**src/rtl/dsd_pkg.sv**
```systemverilog
package dsd_pkg;
  localparam int unsigned NSTROBE = 4;
  localparam int unsigned S_RAS   = 0;
  localparam int unsigned S_CAS   = 1;
  localparam int unsigned S_WE    = 2;
  localparam int unsigned S_OE    = 3;

  typedef enum logic [2:0] {
    CYC_IDLE    = 3'd0,
    CYC_READ    = 3'd1,
    CYC_EARLYWR = 3'd2,
    CYC_LATEWR  = 3'd3,
    CYC_ROWONLY = 3'd4,
    CYC_CBR     = 3'd5,
    CYC_HIDDEN  = 3'd6
  } cyc_e;
endpackage

```
**src/rtl/dsd_rst_sync.sv**
```systemverilog
module dsd_rst_sync (
  input  logic clk,
  input  logic rst_n,
  output logic srst_n
);
  logic meta_q;

  always_ff @(posedge clk or negedge rst_n) begin
    if (!rst_n) begin
      meta_q <= 1'b0;
      srst_n <= 1'b0;
    end else begin
      meta_q <= 1'b1;
      srst_n <= meta_q;
    end
  end
endmodule

```
**src/rtl/dsd_sampler.sv**
```systemverilog
module dsd_sampler #(
  parameter int unsigned NS = 4,
  parameter int unsigned AW = 10
) (
  input  logic          clk,
  input  logic          srst_n,
  input  logic [NS-1:0] pins_n,
  input  logic [AW-1:0] addr_in,
  output logic [NS-1:0] cur_n,
  output logic [NS-1:0] fall,
  output logic [NS-1:0] rise,
  output logic [AW-1:0] addr_cur
);
  logic [NS-1:0] prv_n;

  always_ff @(posedge clk or negedge srst_n) begin
    if (!srst_n) begin
      cur_n    <= '1;
      prv_n    <= '1;
      addr_cur <= '0;
    end else begin
      cur_n    <= pins_n;
      prv_n    <= cur_n;
      addr_cur <= addr_in;
    end
  end

  for (genvar i = 0; i < NS; i++) begin : g_edge
    assign fall[i] = prv_n[i] & ~cur_n[i];
    assign rise[i] = ~prv_n[i] & cur_n[i];

    a_r11_single_edge: assert property (@(posedge clk) disable iff (!srst_n)
      fall[i] |=> !fall[i]);
  end
endmodule

```
**src/rtl/dsd_refresh_ctr.sv**
```systemverilog
module dsd_refresh_ctr #(
  parameter int unsigned ROWS = 1024,
  localparam int unsigned AW  = $clog2(ROWS)
) (
  input  logic          clk,
  input  logic          srst_n,
  input  logic          inc,
  output logic [AW-1:0] count
);
  localparam logic [AW-1:0] LAST = AW'(ROWS - 1);
  logic [AW-1:0] count_d;

  always_comb begin
    count_d = count;
    if (inc) count_d = (count == LAST) ? '0 : count + 1'b1;
  end

  always_ff @(posedge clk or negedge srst_n) begin
    if (!srst_n)  count <= '0;
    else if (inc) count <= count_d;
  end

  a_r10_step_wrap: assert property (@(posedge clk) disable iff (!srst_n)
    inc |=> count == (($past(count) == LAST) ? '0 : $past(count) + 1'b1));

  a_r10_hold: assert property (@(posedge clk) disable iff (!srst_n)
    !inc |=> $stable(count));
endmodule

```
**src/rtl/dsd_classifier.sv**
```systemverilog
module dsd_classifier
  import dsd_pkg::*;
#(
  parameter int unsigned AW = 10
) (
  input  logic               clk,
  input  logic               srst_n,
  input  logic [NSTROBE-1:0] cur_n,
  input  logic [NSTROBE-1:0] fall,
  input  logic [NSTROBE-1:0] rise,
  input  logic [AW-1:0]      addr_cur,
  input  logic [AW-1:0]      ref_row,
  output logic               ref_inc,
  output logic [AW-1:0]      row_addr,
  output logic               row_stb,
  output logic               din_stb,
  output logic               dq_oe,
  output cyc_e               cyc
);
  logic ras_lo, cas_lo, we_lo, oe_lo;
  logic ras_f, ras_r, cas_f, cas_r, we_f;
  logic unused_edges;

  assign ras_lo = ~cur_n[S_RAS];
  assign cas_lo = ~cur_n[S_CAS];
  assign we_lo  = ~cur_n[S_WE];
  assign oe_lo  = ~cur_n[S_OE];
  assign ras_f  = fall[S_RAS];
  assign ras_r  = rise[S_RAS];
  assign cas_f  = fall[S_CAS];
  assign cas_r  = rise[S_CAS];
  assign we_f   = fall[S_WE];
  assign unused_edges = ^{fall[S_OE], rise[S_WE], rise[S_OE]};

  cyc_e          cyc_d;
  logic          open_q, open_d;
  logic          rdv_q, rdv_d;
  logic          hold_q, hold_d;
  logic [AW-1:0] row_d;
  logic          row_stb_d, din_d, oe_d;

  always_comb begin
    cyc_d     = cyc;
    open_d    = open_q;
    rdv_d     = rdv_q;
    hold_d    = hold_q;
    row_d     = row_addr;
    row_stb_d = 1'b0;
    din_d     = 1'b0;
    ref_inc   = 1'b0;

    if (ras_f) begin
      row_stb_d = 1'b1;
      if (cas_lo) begin
        cyc_d   = hold_q ? CYC_HIDDEN : CYC_CBR;
        row_d   = ref_row;
        ref_inc = 1'b1;
        open_d  = 1'b0;
      end else begin
        cyc_d  = CYC_ROWONLY;
        row_d  = addr_cur;
        open_d = 1'b1;
      end
    end

    if (ras_r) begin
      open_d = 1'b0;
      if (cas_lo && rdv_q) hold_d = 1'b1;
    end
    if (cas_r) hold_d = 1'b0;

    if (cas_f && open_q && ras_lo) begin
      if (we_lo) begin
        cyc_d = CYC_EARLYWR;
        din_d = 1'b1;
        rdv_d = 1'b0;
      end else begin
        cyc_d = CYC_READ;
        rdv_d = 1'b1;
      end
    end

    if (we_f && !cas_f) begin
      if (cas_lo && open_q && ras_lo && cyc == CYC_READ) begin
        cyc_d = CYC_LATEWR;
        din_d = 1'b1;
        rdv_d = 1'b0;
      end else if (!cas_lo) begin
        rdv_d = 1'b0;
      end
    end

    if (!ras_lo && !cas_lo) begin
      rdv_d  = 1'b0;
      hold_d = 1'b0;
    end

    oe_d = rdv_d & oe_lo;
  end

  always_ff @(posedge clk or negedge srst_n) begin
    if (!srst_n) begin
      cyc      <= CYC_IDLE;
      open_q   <= 1'b0;
      rdv_q    <= 1'b0;
      hold_q   <= 1'b0;
      row_addr <= '0;
      row_stb  <= 1'b0;
      din_stb  <= 1'b0;
      dq_oe    <= 1'b0;
    end else begin
      cyc      <= cyc_d;
      open_q   <= open_d;
      rdv_q    <= rdv_d;
      hold_q   <= hold_d;
      row_stb  <= row_stb_d;
      din_stb  <= din_d;
      dq_oe    <= oe_d;
      if (row_stb_d) row_addr <= row_d;
    end
  end

  a_r2_row_pulse: assert property (@(posedge clk) disable iff (!srst_n)
    row_stb |=> !row_stb);

  a_r3_strobe_only_write: assert property (@(posedge clk) disable iff (!srst_n)
    din_stb |-> (cyc == CYC_EARLYWR || cyc == CYC_LATEWR));

  a_r5_early_no_drive: assert property (@(posedge clk) disable iff (!srst_n)
    (cyc == CYC_EARLYWR) |-> !dq_oe);

  a_r2_rowonly_no_drive: assert property (@(posedge clk) disable iff (!srst_n)
    (cyc == CYC_ROWONLY) |-> !dq_oe);

  a_r7_counter_row: assert property (@(posedge clk) disable iff (!srst_n)
    (row_stb && (cyc == CYC_CBR || cyc == CYC_HIDDEN)) |-> row_addr == $past(ref_row));

  a_r6_single_strobe: assert property (@(posedge clk) disable iff (!srst_n)
    din_stb |=> !din_stb);
endmodule

```
**src/rtl/dram_strobe_decoder.sv**
```systemverilog
module dram_strobe_decoder
  import dsd_pkg::*;
#(
  parameter int unsigned ROWS = 1024,
  localparam int unsigned AW  = $clog2(ROWS)
) (
  input  logic          clk,
  input  logic          rst_n,
  input  logic          ras_n,
  input  logic          cas_n,
  input  logic          we_n,
  input  logic          oe_n,
  input  logic [AW-1:0] row_in,
  output logic [AW-1:0] row_addr,
  output logic          row_stb,
  output logic          din_stb,
  output logic          dq_oe,
  output logic [2:0]    cyc_type
);
  logic               srst_n;
  logic [NSTROBE-1:0] pins_n, cur_n, fall, rise;
  logic [AW-1:0]      addr_cur, ref_row;
  logic               ref_inc;
  cyc_e               cyc;

  assign pins_n[S_RAS] = ras_n;
  assign pins_n[S_CAS] = cas_n;
  assign pins_n[S_WE]  = we_n;
  assign pins_n[S_OE]  = oe_n;
  assign cyc_type      = cyc;

  dsd_rst_sync u_rst (
    .clk    (clk),
    .rst_n  (rst_n),
    .srst_n (srst_n)
  );

  dsd_sampler #(.NS(NSTROBE), .AW(AW)) u_smp (
    .clk      (clk),
    .srst_n   (srst_n),
    .pins_n   (pins_n),
    .addr_in  (row_in),
    .cur_n    (cur_n),
    .fall     (fall),
    .rise     (rise),
    .addr_cur (addr_cur)
  );

  dsd_refresh_ctr #(.ROWS(ROWS)) u_ctr (
    .clk    (clk),
    .srst_n (srst_n),
    .inc    (ref_inc),
    .count  (ref_row)
  );

  dsd_classifier #(.AW(AW)) u_cls (
    .clk      (clk),
    .srst_n   (srst_n),
    .cur_n    (cur_n),
    .fall     (fall),
    .rise     (rise),
    .addr_cur (addr_cur),
    .ref_row  (ref_row),
    .ref_inc  (ref_inc),
    .row_addr (row_addr),
    .row_stb  (row_stb),
    .din_stb  (din_stb),
    .dq_oe    (dq_oe),
    .cyc      (cyc)
  );
endmodule

```
**config.mk**
```make
export PLATFORM = sky130hd
export DESIGN_NAME = dram_strobe_decoder
export DESIGN_NICKNAME = d
export VERILOG_FILES = /design/src/rtl/dsd_pkg.sv /design/src/rtl/dsd_rst_sync.sv /design/src/rtl/dsd_sampler.sv /design/src/rtl/dsd_refresh_ctr.sv /design/src/rtl/dsd_classifier.sv /design/src/rtl/dram_strobe_decoder.sv
export SDC_FILE = /design/constraint.sdc
export NUM_CORES = 1
export LEC_CHECK = 0
export BUFFER_PORTS_ARGS = -buffer_cell sky130_fd_sc_hd__buf_2
export CORE_ASPECT_RATIO = 0.7
export CORE_MARGIN = 1
export CORE_UTILIZATION = 49
export DETAILED_ROUTE_END_ITERATION = 8
export PLACE_DENSITY = 0.74
export SLEW_MARGIN = 20
export SYNTH_ARGS = -nofsm -noshare
export SYNTH_HDL_FRONTEND = slang
export SYNTH_SLANG_ARGS = --single-unit
```
**constraint.sdc**
```tcl
create_clock -name clk -period 1.4 [get_ports clk]
set_input_delay 0.21 -clock clk [delete_from_list [all_inputs] [get_ports clk]]
set_output_delay 0.21 -clock clk [all_outputs]
set_load 0.01 [all_outputs]
```
# [Yosys cells after proc, flatten, opt, wreduce, memory -nomap -nowiden]
# Index checks and enable logic that the tools add are counted.
[op_classes] n_bitwise=12 n_addsub=1 n_reduce_logical=14 n_mux=29 n_eq_ne=2
[ops] operator="1-bit two-way mux" n=20
[ops] operator="10-bit two-way mux" n=2
[ops] operator="3-bit two-way mux" n=4
[ops] operator="10-bit by 1-bit adder with 10-bit output, second input constant" n=1
[ops] operator="10-bit == test, second input constant" n=1
[ops] operator="1-bit logical AND" n=8
[ops] operator="1-bit AND" n=6
[ops] operator="2-bit two-way mux" n=3
[ops] operator="1-bit NOT" n=6
[ops] operator="3-bit nonzero test" n=2
[ops] operator="2-bit AND reduction" n=2
[ops] operator="3-bit by 1-bit == test with 1-bit output, second input constant" n=1
[ops] operator="2-bit nonzero test" n=1
[ops] operator="1-bit zero test" n=1
[totals] elab_cells=72 inputBits=16 reg_bits=48

# [Logic depth before layout (Yosys ltp)]
# Gate-level depths: netlist of run 1.
[logic_depth] ltp_word=10 depth_mapped=6 mapped_depth_nobuf=5

# [Cells and area by module]
# Synthesis of run 1 repeated with hierarchy kept, for this count alone.
[hier_totals] hier_cells=160 hier_area_um2=1961.9
[by_module_without_submodules] mod="dsd_classifier" area_per_inst_um2=889.6 instances=1 cells_per_inst=85
[by_module_without_submodules] mod="dsd_sampler" area_per_inst_um2=510.5 instances=1 cells_per_inst=26
[by_module_without_submodules] mod="dsd_refresh_ctr" area_per_inst_um2=508.0 instances=1 cells_per_inst=46
[by_module_without_submodules] mod="dsd_rst_sync" area_per_inst_um2=53.8 instances=1 cells_per_inst=3

# [Least setup slack after synthesis of run 1]
# Ideal clock, no wire load.
[synth_timing] path_type="register to register" startpoint="register u_smp.prv_n[0]" endpoint="register u_ctr.count[5]" period_less_slack_ns=1.567 n_path_buf=1 arrival_ns=1.490 path_stages_with_launch=6 slack_ns=-0.167 t_required_ns=1.323 path_cell_list="dfstp_2 -> ha_1 -> buf_6 -> nand2b_4 -> or4_1 -> a21oi_1"
[synth_via] elab_chain_len=2
[synth_rtl] element="from (decl)" line_no="dsd_sampler.sv:14" text="logic [NS-1:0] prv_n;"
[synth_rtl] element="from (signal assigned)" line_no="dsd_sampler.sv:23" text="prv_n <= cur_n;"
[synth_rtl] element="1-bit AND" line_no="dsd_sampler.sv:29" text="assign fall[i] = prv_n[i] & ~cur_n[i];"
[synth_rtl] element="1-bit two-way mux" line_no="dsd_classifier.sv:52" text="if (ras_f) begin"
[synth_rtl] element="to (signal assigned)" line_no="dsd_refresh_ctr.sv:20" text="else if (inc) count <= count_d;"
[synth_rtl] element="to (decl)" line_no="dsd_refresh_ctr.sv:8" text="output logic [AW-1:0] count"
# No other way between the ends.
# A chain may end at the register's enable or synchronous reset.

# [Worst setup path after layout of run 1]
[layout_timing] startpoint="register u_smp.prv_n[0]" endpoint="register u_ctr.count[7]"
# The elaborated chain is that of the path after synthesis.

==> results of run 1 <==
## per-stage QoR
| step | setup WS (ps) | cell area (sq um) |
|---|---|---|
| final | -121.2 | 2361 |
| after global routing | -145.8 | 2361 |
| after detailed placement | -99.43 | 2213 |
| after global placement | 3.469 | 2213 |
| after CTS | -75.94 | 2349 |
| after floorplan | -41.27 | 1932 |
## flip-flops by register name, summed over array words and instances (netlist names), 3 cells and up
name            count
u_smp.addr_cur     10
u_cls.row_addr     10
u_smp.cur_n         4
u_smp.prv_n         3
u_cls.cyc           3
u_ctr.count        10
## power breakdown
group          internal, uW  switching (uW)
Sequential             1550             176
Clock                   403             417
Combinational           271             283
## worst reg2reg max path: stages, from the launching register on
cell,delay (ps)
dfstp_2,560
ha_4,170
nand4b_1,210
o31ai_1,350
o31ai_1,110
## routing by layer
metal / up-vias / routed length [um]
li1: 643 / -
met1: 655 / 1713
met2: 60 / 1746
met3: 13 / 209
met4: 0 / 74
met5: - / 0
## cell families after synthesis
logic type | after synthesis
muxes | 12
other | 1
adders and majority gates | 3
buffers and inverters | 11
and+or+nand+nor | 45
DFF | 48
AOI/OAI and AO/OA | 32
xor gates and xnor gates | 4
## cells in the mapped netlist (all sizes together), types with 2 or more instances
master and instances:
nand4 2, inv 6, o41ai 2, dfstp 7, or4 2, xnor2 4, o21ai 5, nor2b 3
mux2i 12, nand3 5, nand2 7, clkbuf 2, nor2 12, nor3b 2, nor3 2, buf 3
a21oi 15, ha 3, o31ai 4, dfrtp 41, nand2b 4
## how the worst max path moves through the flow
stage / startpoint / end / depth (start not counted)
floorplan: u_smp.prv_n[0] / u_ctr.count[9] / 5
global placement: u_smp.prv_n[0] / u_ctr.count[3] / 4
detailed placement: u_smp.prv_n[0] / u_ctr.count[9] / 4
CTS: u_smp.prv_n[0] / u_ctr.count[3] / 4
global route: u_smp.prv_n[0] / u_ctr.count[9] / 4
finish: u_smp.prv_n[0] / u_ctr.count[7] / 4
## what timing repair did
item / CTS / global route
endpoints found under the hold margin: 4 / 0
endpoints found under the setup margin: 6 / 12
hold buffers: 3 / 0
buffers inserted: 0 / 1
pin swaps: 0 / 3
resized for setup: 2 / 6
## final cells by class
| cell class | count | area, sq um | area share |
|---|---|---|---|
| Tap cell | 50 | 62.56 | 0.02650 |
| Multi-Input combinational cell | 97 | 694.4 | 0.2941 |
| Sequential cell | 48 | 1211 | 0.5130 |
| Inverter | 6 | 22.52 | 0.009539 |
| Clock buffer | 8 | 90.09 | 0.03816 |
| Timing Repair Buffer | 45 | 280.3 | 0.1187 |
==> flow_summary.toml, run 1 <==
[sta]
fmax_mhz = 657.4
setup_viol = 5
finalHoldViolations = 0
hold_ws_ps = 10.82
finalCritPeriodShare = 1.087
fin_skew_ps = 4.557
rsz0062_at_grt = "yes"
fin_tns_setup_ps = -295.4
fin_ws_ps = -121.2
finalMaxSlewViolations = 0
finalCriticalPeriod_ps = 1521

[global_routing]
grt_max_degree = 31
met1_usage = 0.2552
grt_pass1_vias = 1350
grt_busiest_layer = "met2"
grt_use_met3 = 0.04667
grt_usage = 0.2002
antenna_found_initial = 0
grt_pass1_wl_um = 6127
gr-total-overflow = 0
grt_use_met2 = 0.3348

[critical_path]
reg2reg_from = "u_smp.prv_n[0]"
crit_fanout = 5
cp_cell_sequence = "ha_4 > nand4b_1 > o31ai_1 > o31ai_1"
cp-start-kind = "flip-flop"
critPathBufInv = 0
reg2reg_slack_ps = -120
cpLargestDelayFamily = "flip-flops"
ff2ff_path_depth = 4
crit_required_ps = 1570
crit_arrival_ps = 1690
crit_top_cell = "o31ai_1"
crit_slowest_cell = "dfstp_2"
critPathCaptureType = "flip-flop"
critPathMaxStageDelay_ps = 560
worstSetupPathType = "flip-flop to flip-flop"
r2r_end = "u_ctr.count[7]"

[floorplan]
fp.dieW_um = 76.66
start_util = 0.5273
dieArea_sq_um = 4160
die-height_um = 54.26
rows = 18
fp.coreArea_sq_um = 3626
io_pins = 32

[synth]
synth_xor_area_frac = 0.01832
synth_edf_count = 0
synth_area_sq_um = 1912
async_flop_share = 1.000
yosys.area_share.simple = 0.1335
ys_ff_latch = 48
yosys.area.top_type = "dfrtp_1"
yosys.area.top_type_share = 0.5366
synthAdderAreaFrac = 0.01963
synth_nets = 175
netlist_top_cells_area = "dfrtp_1 54%, dfstp_2 9.6%, mux2i_1 6.3%, a21oi_1 3.9%, nor2_1 2.4%"
yosys_warnings = 0
avgSynthCellArea_sq_um = 12.26
ys_seq_area_frac = 0.6329
ys.flop_type = "dfrtp_1"
syn_inst = 156
synth_top_family_by_area = "simple AND/OR/NAND/NOR gates"
synthDistinctLibCells = 38
synth_mux_area_frac = 0.06283
synth_compound_area_frac = 0.1027

[power_and_ir_drop]
ir_worst_vdd_mv = 0.9775
powerDensity_nw_per_um2 = 1315
p_leak_uw = 0.001077
power.total_uw = 3104

[flow_run]
max_cap_violations = 0

[final_layout]
stdcell_count = 254
syn_to_final_growth_pct = 23.49
nets = 222
layout-drive-gt1-share = 0.3284
layout_commonest_cell = "dfrtp_1"
layout_common_cells = "40 x dfrtp_1, 31 x buf_2, 15 x a21oi_1"
fin_util = 0.6511
num-fill-cells = 287
diodes = 0

[detailed_routing]
dr.pass1.iters = 4
wl_per_cell_um = 14.74
wl_um = 3743
vias_per_cell = 5.398
drt_iter0_markers = 114
ant_nets = 0
drc = 0
num_vias = 1371

[outcome]
status = "finished with violations"
violations = "setup timing"

[placed_design]
gp_congestion = 0.8103
io_buffers = 31
dp.cells = 243
hpwlAfterDp_um = 2736

[cts]
clk_pin_slew_ps = 80
worstSkewPairLatency_ps = 290
clock_path_buffers = 2
clock_sinks = 48
htreeDepth = 2
numCtsBuffers = 5
cts_tree = "yes"
root_buffer = "clkbuf_8"

[min_path]
hold_start = "oe_n"
hold_depth = 1
hold_end = "u_smp.cur_n[3]"
min_path_type = "input port to flip-flop"
No activity file was read; power rests on OpenSTA's default activity.
==> run 2, diff against run 1 <==
--- a/config.mk
+++ b/config.mk
@@ -10,8 +10,10 @@
 export CORE_MARGIN = 1
 export CORE_UTILIZATION = 49
 export DETAILED_ROUTE_END_ITERATION = 8
+export HOLD_SLACK_MARGIN = 0.08
 export PLACE_DENSITY = 0.74
 export SLEW_MARGIN = 20
 export SYNTH_ARGS = -nofsm -noshare
 export SYNTH_HDL_FRONTEND = slang
+export SYNTH_HIERARCHICAL = 1
 export SYNTH_SLANG_ARGS = --single-unit
==> run 2 against run 1 <==
The flow still finishes with violations (setup timing). Register-to-register slack worse by 120 ps. Synthesized cell count unchanged. Worst setup slack worse by 120 ps. Critical path depth up 1. Sequential share of layout area down 4.1 points.
==> flow_summary.toml, run 2 <==
[outcome]
status = "finished with violations"
violations = "setup timing"

[floorplan]
io_pins = 32
fp.dieW_um = 76.76
start_util = 0.5286
die-height_um = 54.33
fp.coreArea_sq_um = 3626
dieArea_sq_um = 4170
rows = 18

[final_layout]
top_regs = "u_cls/row_addr (10), u_ctr/count (10), u_smp/addr_cur (10)"
layout-drive-gt1-share = 0.3559
layout_common_cells = "40 x dfrtp_1, 31 x buf_2, 17 x nor2_1"
num-fill-cells = 268
diodes = 0
syn_to_final_growth_pct = 33.94
layout_commonest_cell = "dfrtp_1"
nets = 238

[cts]
numCtsBuffers = 5
root_buffer = "clkbuf_8"
htreeDepth = 2
clock_sinks = 48
cts_tree = "yes"
clk_pin_slew_ps = 80
clock_path_buffers = 2
worstSkewPairLatency_ps = 300

[critical_path]
critPathMaxStageDelay_ps = 530
crit_slowest_cell = "dfstp_2"
critPathCaptureType = "flip-flop"
crit_fanout = 5
worstSetupPathType = "flip-flop to flip-flop"
ff2ff_path_depth = 5
crit_required_ps = 1590
reg2reg_slack_ps = -240
crit_arrival_ps = 1830
cp-start-kind = "flip-flop"
crit_top_cell = "nor2b_4"
cp_cell_sequence = "nor2b_4 > nor2b_4 > nand4_4 > a211o_1 > a21o_1"

[placed_design]
gp_congestion = 0.8058
hpwlAfterDp_um = 2432
io_buffers = 31

[global_routing]
grt_pass1_vias = 1349
gr-total-overflow = 0
antenna_found_initial = 0
grt_max_degree = 47
grt_pass1_wl_um = 6168
grt_usage = 0.2026

[power_and_ir_drop]
share_comb_of_total_power = 0.177
swShare = 0.2759
p_int_uw = 2162
ir_worst_vdd_mv = 0.9980
powerDensity_nw_per_um2 = 1163
switchingPower_uw = 824.0
pwr-share-seq = 0.566
p_leak_uw = 0.001193
power_frac_clock = 0.257

[synth]
avgSynthCellArea_sq_um = 12.29
synth_nets = 173
syn_inst = 156
synth_area_sq_um = 1917
yosys_warnings = 6

[sta]
finalCriticalPeriod_ps = 1638
finalCritPeriodShare = 1.170
fmax_mhz = 610.4
finalMaxSlewViolations = 0
fin_skew_ps = 9.945
fin_ws_ps = -238.2
finalHoldViolations = 0
hold_ws_ps = 218.4
fin_tns_setup_ps = -1449
rsz0062_at_grt = "yes"
setup_viol = 13

[flow_run]
max_cap_violations = 0

[detailed_routing]
ant_nets = 0
drc = 0
wl_per_cell_um = 14.23
num_vias = 1389
dr.pass1.iters = 4
drt_iter0_markers = 78
wl_um = 3871
vias_per_cell = 5.107

[min_path]
min_path_type = "input port to asynchronous set/reset pin"
[run 2: cell types whose count changed in the layout (fill, tap and decap cells not counted), sizes merged, moves of 4 or more]
| cell | delta |
|---|---|
| o31ai | -4 |
| dlygate4sd3 | +12 |
| buf | +6 |
| nor2 | +6 |
| nor2b | +4 |
| nand2b | -4 |
| o21ai | +4 |
[run 2: area by class of cell]
| class | instances | area [sq um] | area share |
|---|---|---|---|
| clock buffer | 7 | 76.32 | 0.02973 |
| clock inverter | 1 | 5.005 | 0.001949 |
| inverter | 3 | 11.26 | 0.004386 |
| multi-input combinational | 100 | 744.5 | 0.2900 |
| sequential | 48 | 1211 | 0.4717 |
| tap | 50 | 62.56 | 0.02437 |
| timing repair buffer | 63 | 456.7 | 0.1779 |
[run 2: per-stage QoR]
step           setup WS (ps)  utilization  instances  cell area (sq um)  power, uW
3_3_place_gp          -111.6       0.6232        246               2260       2169
5_1_grt               -278.4       0.7081        272               2567       3138
3_5_place_dp          -161.9       0.6232        246               2260       2192
2_1_floorplan         -319.5            -        156               1958       1975
4_1_cts               -190.1       0.6929        270               2512       2991
6_report              -238.2       0.7081        272               2567       2986
[run 2: critical path, delay by kind of cell (launching register included)]
| family | cells | cell delay (ps) |
|---|---|---|
| flip-flops | 1 | 530 |
| AND/OR/NAND/NOR | 3 | 530 |
| AO/OA/AOI/OAI | 2 | 480 |
[run 2: worst paths after layout]
kind,endpoint,startpoint
setup / recovery,u_ctr/count[9],u_smp/prv_n[0]
hold / removal,u_rst/srst_n,rst_n
setup reg to reg,u_ctr/count[9],u_smp/prv_n[0]
hold reg to reg,u_cls/row_addr[1],u_rst/srst_n
max in group asynchronous,u_smp/prv_n[1],u_rst/srst_n
min in group clk,u_rst/srst_n,u_rst/meta_q
[run 2: what timing repair did]
action | in CTS | in global routing
gates resized for setup | 4 | 13
setup endpoints to repair | 12 | 16
buffers inserted | 1 | 4
hold buffers | 15 | 0
hold endpoints to repair | 16 | 0
pin swaps | 0 | 3
[run 2: per-layer routing]
metal / vias up / global-route usage / part of all wire
met5: - / 0 / 0
met4: 0 / 0.06731 / 0.010
met3: 4 / 0.06500 / 0.050
met2: 40 / 0.3438 / 0.46
met1: 672 / 0.2527 / 0.48
li1: 673 / - / -
[run 2: power by group through the flow]
stage	clock network, uW	logic [uW]	registers, uW
5_1_grt	844	582	1710
6_report	769	529	1690
2_1_floorplan	0	225	1750
4_1_cts	783	520	1690
3_5_place_dp	0	479	1710
3_3_place_gp	0	467	1700
